[config.mk]
export PLATFORM = sky130hd
export DESIGN_NAME = rtc_update_engine
export DESIGN_NICKNAME = d
export VERILOG_FILES = /design/src/rtl/rtc_pkg.sv /design/src/rtl/rtc_update_fsm.sv /design/src/rtl/rtc_field_step.sv /design/src/rtl/rtc_hour_step.sv /design/src/rtl/rtc_alarm_match.sv /design/src/rtl/rtc_update_engine.sv
export SDC_FILE = /design/constraint.sdc
export NUM_CORES = 1
export LEC_CHECK = 0
export BUFFER_PORTS_ARGS = -buffer_cell sky130_fd_sc_hd__buf_2
export CORE_AREA = 2 2 162 164
export DETAILED_ROUTE_END_ITERATION = 6
export DIE_AREA = 0 0 164 166
export PLACE_DENSITY = 0.67
export SLEW_MARGIN = 40
export SYNTH_ARGS = -nofsm -noshare
export SYNTH_HDL_FRONTEND = slang
export SYNTH_HIERARCHICAL = 1
export SYNTH_SLANG_ARGS = --single-unit
export TNS_END_PERCENT = 100
[constraint.sdc]
create_clock -name clk -period 12.27 [get_ports clk]
set_input_delay 1.8405 -clock clk [delete_from_list [all_inputs] [get_ports clk]]
set_output_delay 1.8405 -clock clk [all_outputs]
set_load 0.02 [all_outputs]
[src/rtl/rtc_pkg.sv]
package rtc_pkg;

    localparam int unsigned DATA_W   = 8;
    localparam int unsigned NUM_TIME = 8;
    localparam int unsigned NUM_ALM  = 4;

    localparam int unsigned T_SEC  = 0;
    localparam int unsigned T_MIN  = 1;
    localparam int unsigned T_HOUR = 2;
    localparam int unsigned T_DOW  = 3;
    localparam int unsigned T_DATE = 4;
    localparam int unsigned T_MON  = 5;
    localparam int unsigned T_YEAR = 6;
    localparam int unsigned T_CENT = 7;

    localparam int unsigned A_ALM_BASE = 8;
    localparam int unsigned A_CTRL     = 12;
    localparam int unsigned A_STAT     = 13;

    typedef enum logic [3:0] {
        S_IDLE,
        S_SEC,
        S_MIN,
        S_HOUR,
        S_DOW,
        S_DATE,
        S_MONTH,
        S_YEAR,
        S_CENT,
        S_CMP
    } upd_state_t;

    // Stored byte to plain binary value.
    function automatic logic [7:0] to_bin(input logic [7:0] v, input logic is_bin);
        logic [7:0] tens;
        tens = {4'd0, v[7:4]} * 8'd10;
        return is_bin ? v : (tens + {4'd0, v[3:0]});
    endfunction

    // Plain binary value (0..99) to stored byte.
    function automatic logic [7:0] from_bin(input logic [7:0] v, input logic is_bin);
        logic [7:0] q;
        logic [7:0] r;
        q = v / 8'd10;
        r = v % 8'd10;
        return is_bin ? v : {q[3:0], r[3:0]};
    endfunction

    function automatic logic [7:0] month_days(input logic [7:0] mon, input logic [7:0] yr);
        logic [7:0] d;
        case (mon)
            8'd2:                        d = (yr[1:0] == 2'b00) ? 8'd29 : 8'd28;
            8'd4, 8'd6, 8'd9, 8'd11:     d = 8'd30;
            default:                     d = 8'd31;
        endcase
        return d;
    endfunction

endpackage

[src/rtl/rtc_update_fsm.sv]
module rtc_update_fsm
    import rtc_pkg::*;
(
    input  logic       clk,
    input  logic       rst_n,
    input  logic       start,
    input  logic       abort,
    output upd_state_t state,
    output logic       busy
);

    upd_state_t state_nxt;

    always_ff @(posedge clk or negedge rst_n) begin
        if (!rst_n) begin
            state <= S_IDLE;
        end else begin
            state <= state_nxt;
        end
    end

    always_comb begin
        state_nxt = state;
        if (abort) begin
            state_nxt = S_IDLE;
        end else begin
            unique case (state)
                S_IDLE:  if (start) state_nxt = S_SEC;
                S_SEC:   state_nxt = S_MIN;
                S_MIN:   state_nxt = S_HOUR;
                S_HOUR:  state_nxt = S_DOW;
                S_DOW:   state_nxt = S_DATE;
                S_DATE:  state_nxt = S_MONTH;
                S_MONTH: state_nxt = S_YEAR;
                S_YEAR:  state_nxt = S_CENT;
                S_CENT:  state_nxt = S_CMP;
                S_CMP:   state_nxt = S_IDLE;
                default: state_nxt = S_IDLE;
            endcase
        end
    end

    always_comb begin
        busy = (state != S_IDLE);
    end


    abort_idle_chk: assert property (@(posedge clk) disable iff (!rst_n)
        abort |=> (state == S_IDLE));


    cmp_exit_chk: assert property (@(posedge clk) disable iff (!rst_n)
        (state == S_CMP) |=> !busy);

endmodule

[src/rtl/rtc_field_step.sv]
module rtc_field_step
    import rtc_pkg::*;
(
    input  logic [DATA_W-1:0] cur,
    input  logic              is_bin,
    input  logic [DATA_W-1:0] lo,
    input  logic [DATA_W-1:0] hi,
    input  logic              cin,
    output logic [DATA_W-1:0] nxt,
    output logic              cout
);

    logic [DATA_W-1:0] val;

    always_comb begin
        val  = to_bin(cur, is_bin);
        nxt  = cur;
        cout = 1'b0;
        if (cin) begin
            if (val >= hi) begin
                nxt  = from_bin(lo, is_bin);
                cout = 1'b1;
            end else begin
                nxt  = from_bin(val + 8'd1, is_bin);
            end
        end
    end

endmodule

[src/rtl/rtc_hour_step.sv]
module rtc_hour_step
    import rtc_pkg::*;
(
    input  logic [DATA_W-1:0] cur,
    input  logic              is_bin,
    input  logic              h24,
    input  logic              cin,
    output logic [DATA_W-1:0] nxt,
    output logic              cout
);

    logic [DATA_W-1:0] val;
    logic [DATA_W-1:0] hv;
    logic [DATA_W-1:0] enc;
    logic              pm;

    always_comb begin
        nxt  = cur;
        cout = 1'b0;
        pm   = cur[7];
        hv   = 8'd0;
        enc  = 8'd0;
        val  = h24 ? to_bin(cur, is_bin) : to_bin({1'b0, cur[6:0]}, is_bin);
        if (cin) begin
            if (h24) begin
                if (val >= 8'd23) begin
                    nxt  = from_bin(8'd0, is_bin);
                    cout = 1'b1;
                end else begin
                    nxt  = from_bin(val + 8'd1, is_bin);
                end
            end else begin
                if (val >= 8'd12) begin
                    hv = 8'd1;
                end else if (val == 8'd11) begin
                    hv   = 8'd12;
                    cout = pm;
                    pm   = ~pm;
                end else begin
                    hv = val + 8'd1;
                end
                enc = from_bin(hv, is_bin);
                nxt = {pm, enc[6:0]};
            end
        end
    end

endmodule

[src/rtl/rtc_alarm_match.sv]
module rtc_alarm_match
    import rtc_pkg::*;
#(
    parameter int unsigned N = NUM_ALM
) (
    input  logic [N*DATA_W-1:0] alm_flat,
    input  logic [N*DATA_W-1:0] tim_flat,
    output logic                hit
);

    logic [N-1:0] field_ok;

    for (genvar i = 0; i < N; i++) begin : g_field
        logic [DATA_W-1:0] a;
        logic [DATA_W-1:0] t;
        assign a = alm_flat[i*DATA_W +: DATA_W];
        assign t = tim_flat[i*DATA_W +: DATA_W];
        assign field_ok[i] = (a[7:6] == 2'b11) || (a == t);
    end

    assign hit = &field_ok;

endmodule

[src/rtl/rtc_update_engine.sv]
module rtc_update_engine
    import rtc_pkg::*;
#(
    parameter int unsigned ADDR_W = 4
) (
    input  logic              clk,
    input  logic              rst_n,
    input  logic              sec_tick,
    input  logic [ADDR_W-1:0] bus_addr,
    input  logic              bus_we,
    input  logic              bus_re,
    input  logic [7:0]        bus_wdata,
    output logic [7:0]        bus_rdata,
    output logic              upd_busy,
    output logic              alarm_irq
);

    localparam logic [ADDR_W-1:0] ADDR_ALM = ADDR_W'(A_ALM_BASE);
    localparam logic [ADDR_W-1:0] ADDR_CTL = ADDR_W'(A_CTRL);
    localparam logic [ADDR_W-1:0] ADDR_STA = ADDR_W'(A_STAT);
    localparam logic [ADDR_W-1:0] ADDR_END = ADDR_W'(A_ALM_BASE + NUM_ALM);

    logic [DATA_W-1:0] time_q [NUM_TIME];
    logic [DATA_W-1:0] alm_q  [NUM_ALM];
    logic              ctl_set, ctl_bin, ctl_h24;
    logic [2:0]        ctl_div;
    logic              alarm_q;
    logic              carry_q;

    upd_state_t        state;
    logic              busy;
    logic              start;
    logic              abort;

    logic [2:0]        fs_idx;
    logic [DATA_W-1:0] fs_cur, fs_lo, fs_hi, fs_nxt;
    logic              fs_cin, fs_cout, fs_en;
    logic [DATA_W-1:0] hr_nxt;
    logic              hr_cout;
    logic [DATA_W-1:0] mon_len;
    logic              alm_hit;

    assign abort = bus_we && (bus_addr == ADDR_CTL) && bus_wdata[7];
    assign start = sec_tick && !ctl_set && (ctl_div != 3'd0);

    rtc_update_fsm i_fsm (
        .clk   (clk),
        .rst_n (rst_n),
        .start (start),
        .abort (abort),
        .state (state),
        .busy  (busy)
    );

    assign mon_len = month_days(to_bin(time_q[T_MON], ctl_bin),
                                to_bin(time_q[T_YEAR], ctl_bin));

    // Field selection for the shared incrementer.
    always_comb begin
        fs_en  = 1'b1;
        fs_idx = 3'(T_SEC);
        fs_lo  = 8'd0;
        fs_hi  = 8'd59;
        fs_cin = carry_q;
        unique case (state)
            S_SEC:   begin fs_idx = 3'(T_SEC);  fs_cin = 1'b1; end
            S_MIN:   begin fs_idx = 3'(T_MIN);  end
            S_DOW:   begin fs_idx = 3'(T_DOW);  fs_lo = 8'd1; fs_hi = 8'd7;  end
            S_DATE:  begin fs_idx = 3'(T_DATE); fs_lo = 8'd1; fs_hi = mon_len; end
            S_MONTH: begin fs_idx = 3'(T_MON);  fs_lo = 8'd1; fs_hi = 8'd12; end
            S_YEAR:  begin fs_idx = 3'(T_YEAR); fs_hi = 8'd99; end
            S_CENT:  begin fs_idx = 3'(T_CENT); fs_hi = 8'd99; end
            default: begin fs_en = 1'b0; fs_cin = 1'b0; end
        endcase
        fs_cur = time_q[fs_idx];
    end

    rtc_field_step i_field_step (
        .cur    (fs_cur),
        .is_bin (ctl_bin),
        .lo     (fs_lo),
        .hi     (fs_hi),
        .cin    (fs_cin),
        .nxt    (fs_nxt),
        .cout   (fs_cout)
    );

    rtc_hour_step i_hour_step (
        .cur    (time_q[T_HOUR]),
        .is_bin (ctl_bin),
        .h24    (ctl_h24),
        .cin    (carry_q),
        .nxt    (hr_nxt),
        .cout   (hr_cout)
    );

    rtc_alarm_match #(.N(NUM_ALM)) i_alarm_match (
        .alm_flat ({alm_q[3], alm_q[2], alm_q[1], alm_q[0]}),
        .tim_flat ({time_q[T_DATE], time_q[T_HOUR], time_q[T_MIN], time_q[T_SEC]}),
        .hit      (alm_hit)
    );

    // Time, calendar and alarm storage.
    always_ff @(posedge clk or negedge rst_n) begin
        if (!rst_n) begin
            for (int i = 0; i < NUM_TIME; i++) begin
                time_q[i] <= 8'h00;
            end
            time_q[T_DOW]  <= 8'h01;
            time_q[T_DATE] <= 8'h01;
            time_q[T_MON]  <= 8'h01;
            for (int i = 0; i < NUM_ALM; i++) begin
                alm_q[i] <= 8'h00;
            end
            carry_q <= 1'b0;
        end else if (busy) begin
            if (!abort) begin
                if (state == S_HOUR) begin
                    time_q[T_HOUR] <= hr_nxt;
                    carry_q        <= hr_cout;
                end else if (fs_en) begin
                    time_q[fs_idx] <= fs_nxt;
                    if (state != S_DOW) begin
                        carry_q <= fs_cout;
                    end
                end
            end
        end else if (bus_we) begin
            if (bus_addr < ADDR_ALM) begin
                time_q[bus_addr[2:0]] <= bus_wdata;
            end else if (bus_addr < ADDR_END) begin
                alm_q[bus_addr[1:0]] <= bus_wdata;
            end
        end
    end

    // Control register: writable at any time.
    always_ff @(posedge clk or negedge rst_n) begin
        if (!rst_n) begin
            ctl_set <= 1'b0;
            ctl_div <= 3'd0;
            ctl_bin <= 1'b0;
            ctl_h24 <= 1'b0;
        end else if (bus_we && (bus_addr == ADDR_CTL)) begin
            ctl_set <= bus_wdata[7];
            ctl_div <= bus_wdata[6:4];
            ctl_bin <= bus_wdata[2];
            ctl_h24 <= bus_wdata[1];
        end
    end

    // Sticky alarm flag: compare sets, status read clears, set wins.
    always_ff @(posedge clk or negedge rst_n) begin
        if (!rst_n) begin
            alarm_q <= 1'b0;
        end else if ((state == S_CMP) && !abort && alm_hit) begin
            alarm_q <= 1'b1;
        end else if (bus_re && (bus_addr == ADDR_STA)) begin
            alarm_q <= 1'b0;
        end
    end

    always_comb begin
        bus_rdata = 8'h00;
        if (bus_addr < ADDR_ALM) begin
            bus_rdata = busy ? 8'hFF : time_q[bus_addr[2:0]];
        end else if (bus_addr < ADDR_END) begin
            bus_rdata = busy ? 8'hFF : alm_q[bus_addr[1:0]];
        end else if (bus_addr == ADDR_CTL) begin
            bus_rdata = {ctl_set, ctl_div, 1'b0, ctl_bin, ctl_h24, 1'b0};
        end else if (bus_addr == ADDR_STA) begin
            bus_rdata = {busy, 6'b0, alarm_q};
        end
    end

    assign upd_busy  = busy;
    assign alarm_irq = alarm_q;


    tick_gate_chk: assert property (@(posedge clk) disable iff (!rst_n)
        (!busy && (ctl_set || (ctl_div == 3'd0))) |=> !busy);


    idle_hold_chk: assert property (@(posedge clk) disable iff (!rst_n)
        ((state == S_IDLE) && !(bus_we && (bus_addr == '0))) |=> $stable(time_q[T_SEC]));


    sec_step_chk: assert property (@(posedge clk) disable iff (!rst_n)
        ((state == S_SEC) && ctl_bin && (time_q[T_SEC] < 8'd59) && !abort)
        |=> (time_q[T_SEC] == $past(time_q[T_SEC]) + 8'd1));


    alarm_src_chk: assert property (@(posedge clk) disable iff (!rst_n)
        $rose(alarm_q) |-> ($past(state) == S_CMP));


    alarm_clear_chk: assert property (@(posedge clk) disable iff (!rst_n)
        (alarm_q && bus_re && (bus_addr == ADDR_STA) && (state != S_CMP)) |=> !alarm_q);

endmodule

==> flow_metrics.py <==
metrics = {
    "setup_path": {
        "cp.arrival_ns": 8.25,
        "slowest_stage": "dfrtp_1",
        "critPathMaxStageDelay_ns": 0.75,
        "r2r_cells": 23,
        "rrSetupSlack_ns": 4.34,
        "timing.rr.end": "time_q[33]",
        "crit_chain": "or3b_4 -> a21oi_4 -> mux2i_1 -> o22ai_1 -> a211o_1 -> ha_1 -> ha_1 -> fa_1 -> nand2_1 -> a2111oi_0 -> or3_1 -> inv_2 -> nand4_1 -> a21oi_1 -> o32ai_2 -> nor3_1 -> a2111oi_0 -> a2111oi_2 -> xnor2_1 -> o21ai_1 -> nand2_1 -> o22ai_1 -> mux2_2",
        "startpoint_type": "register",
        "path_class": "register to register",
        "cp-end-kind": "register",
        "r2r-start": "i_fsm/state[3]",
        "cp_max_fo": 24,
        "cp_data_required_time_ns": 12.59,
    },
    "place": {
        "place_congestion": 0.955,
        "dp_hpwl_mm": 26.3,
        "numPortBuffers": 26,
    },
    "timing": {
        "final_hold_viol_count": 0,
        "fin_crit_sh_pct": 64.6,
        "setup_viol": 0,
        "final.min_clock_period_ns": 7.93,
        "tns_ns": 0,
        "rsz0062_at_grt": "no",
        "max_freq_mhz": 126,
        "finalMaxSlewViolations": 0,
        "relSlewSlack_pct": 42.2,
        "fin_skew_ns": 0.0179,
        "worst_pin_slew_ns": 0.867,
    },
    "drt": {
        "viasPerCell": 6.71,
        "wl_met1_mm": 15.1,
        "highest_layer": "met4",
        "wirelength_mm": 36.3,
        "wl_met3_mm": 3.19,
        "num_vias": 10620,
        "drt_iter0_markers": 1171,
        "route.met2.wl_mm": 16.5,
        "remaining_drc_errors": 0,
        "dr.pass1.iters": 6,
        "wl_per_cell_um": 23.0,
        "final_antenna_net_count": 0,
    },
    "yosys": {
        "synth_area_um2": 11300,
        "yosysMostFrequentCell": "dfrtp_1",
        "synth_ff_type": "dfrtp_1",
        "synth_top_area_share_pct": 23.2,
        "syn_inst": 1266,
        "yosys_warnings": 6,
        "synth_edf_count": 0,
        "yosys-top-cells-area": "dfrtp_1 23%, mux2_2 7.8%, mux4_2 4.6%, ha_1 4.4%, nand2_1 3.5%",
        "synth_area_leader_cell": "dfrtp_1",
        "synth_cell_types": 119,
        "synth_commonest_cells": "105 x dfrtp_1, 104 x nand2_1, 78 x mux2_2",
        "async_flop_share_pct": 100,
        "syn_area_per_cell_um2": 8.93,
        "ys_ff_latch": 108,
        "seq_area_frac_synth_pct": 23.9,
    },
    "global_route": {
        "grt_antenna_before_repair": 0,
        "grt_pass1_wl_mm": 56.8,
        "grt_max_degree": 75,
        "grt-ovfl-total": 0,
        "grt_pass1_vias": 9908,
        "grt_usage_pct": 26.4,
    },
    "cts": {
        "cts_tree": "built",
        "cts_buffers": 9,
        "cts_resized": 0,
        "clock-sinks": 108,
        "cts-root-buf": "clkbuf_16",
        "htree_levels": 3,
        "cts_setup_buffers": 0,
        "clk_path_buf_depth": 2,
        "hold_buffers": 0,
        "clk_pin_slew_worst_paths_ns": 0.09,
        "clkLatencyLatePin_ns": 0.38,
    },
    "floorplanning": {
        "initial_core_util_pct": 44.1,
        "core_area_um2": 25600,
        "die_h_um": 166,
        "fp-row-count": 59,
        "die_x_um": 164,
        "die_area_um2": 27200,
        "num_io_pins": 27,
    },
    "layout": {
        "fillers": 2517,
        "drive_gt1_share_pct": 18.8,
        "n_antenna_cell": 0,
        "num-nets-final": 1306,
        "syn2layout_area_growth_pct": 4.94,
    },
    "job": {
        "drv_cap": 0,
    },
    "hold_path": {
        "hold_start": "time_q[7]",
        "hold_end": "time_q[7]",
        "hp-class": "register to register",
        "hold_path_depth": 1,
    },
    "run_status": {
        "run_status": "complete, no violations",
    },
}
==> per-stage QoR <==
step / instance area, um^2 / utilization, % / std cells / hold slack, ns / worst slack (ns)
final: 11900 / 46.3 / 1583 / 0.533 / 4.34
after global routing: 11900 / 46.3 / 1583 / 0.554 / 3.90
after CTS: 11800 / 46.2 / 1582 / 0.530 / 4.35
after detailed placement: 11500 / 45.0 / 1566 / 0.510 / 4.33
after global placement: 11500 / 45.0 / 1566 / 0.512 / 4.56
after floorplan: 11300 / - / 1276 / 0.472 / 5.93
==> cells in the final DEF, fill, tap and decap left out, drive strengths merged, types with 8 or more instances in the layout <==
cell / netlist / layout
a211o: 14 / 14
a211oi: 20 / 20
a21o: 16 / 16
a21oi: 72 / 72
a22oi: 24 / 24
a31oi: 8 / 8
a32oi: 18 / 18
and2: 8 / 8
and3: 12 / 12
buf: 49 / 34
clkbuf: 29 / 9
conb: 1 / 11
dfrtp: 105 / 105
ha: 40 / 40
inv: 36 / 40
mux2: 81 / 81
mux2i: 30 / 30
mux4: 23 / 23
nand2: 106 / 106
nand2b: 24 / 24
nand3: 22 / 22
nand3b: 9 / 9
nand4: 9 / 9
nor2: 82 / 82
nor2b: 17 / 17
nor3: 26 / 26
nor3b: 8 / 8
nor4: 18 / 18
o211ai: 14 / 14
o21a: 15 / 15
o21ai: 71 / 71
o221ai: 9 / 9
o22ai: 49 / 49
o2bb2ai: 11 / 11
o31ai: 8 / 8
or3: 9 / 9
xnor2: 31 / 31
xor2: 37 / 37
==> cell type report <==
class,count,area [um^2],share of cell area [%]
clock buffers,9,225,1.90
clock inverters,7,91.3,0.770
inverters,38,143,1.20
multi-input cells,1052,8080,68.1
flip-flops and latches,108,2710,22.8
well taps,335,419,3.53
repair buffers,34,196,1.66
==> sequential cells by signal (all words and copies together) (netlist names) <==
name	flops
alarm_irq	1
ctl_h24	1
ctl_bin	1
carry_q	1
ctl_div	3
ctl_set	1
alm_q	32
i_fsm/state	4
time_q	64
==> cell families (layout without fill, tap and decap cells) <==
logic type | after synthesis | after routing | synth area share (%)
buf+inv | 116 | 88 | 5.12
other cells | 1 | 11 | 0.0332
compound gates | 408 | 408 | 25.9
mux | 134 | 134 | 15.4
xor+xnor | 68 | 68 | 5.27
fa+ha+maj | 49 | 49 | 5.75
simple gates | 382 | 382 | 18.5
flops | 108 | 108 | 23.9
==> worst max-delay path, delay by kind of cell, from the launching register on <==
kind	cells	cell delay (ns)
buffers and inverters	1	0.22
adder cells (fa/ha/maj)	3	1.13
flip-flops	1	0.75
AND/OR/NAND/NOR	6	1.57
XOR/XNOR	1	0.18
multiplexers	2	0.45
AO/OA/AOI/OAI	10	3.55
==> per-layer routing <==
metal,global-route usage (%),vias to the layer above
met5,0,-
met4,10.8,0
met3,4.45,119
met2,41.3,566
met1,36.1,5131
li1,-,4804
==> worst max-delay path by stage <==
stage / from / end / slack [ns] / cells past startpoint
5_1_grt: i_fsm/state[3] / time_q[33] / 3.90 / 23
3_3_place_gp: i_fsm/state[3] / time_q[35] / 4.56 / 21
3_5_place_dp: i_fsm/state[3] / time_q[27] / 4.33 / 21
6_report: i_fsm/state[3] / time_q[33] / 4.34 / 23
4_1_cts: i_fsm/state[3] / time_q[35] / 4.35 / 21
2_1_floorplan: i_fsm/state[3] / time_q[9] / 5.93 / 26
Power is left out: the tool's default activity adds up to more than one toggle a clock period on the data nets, which glitch-free logic cannot reach.
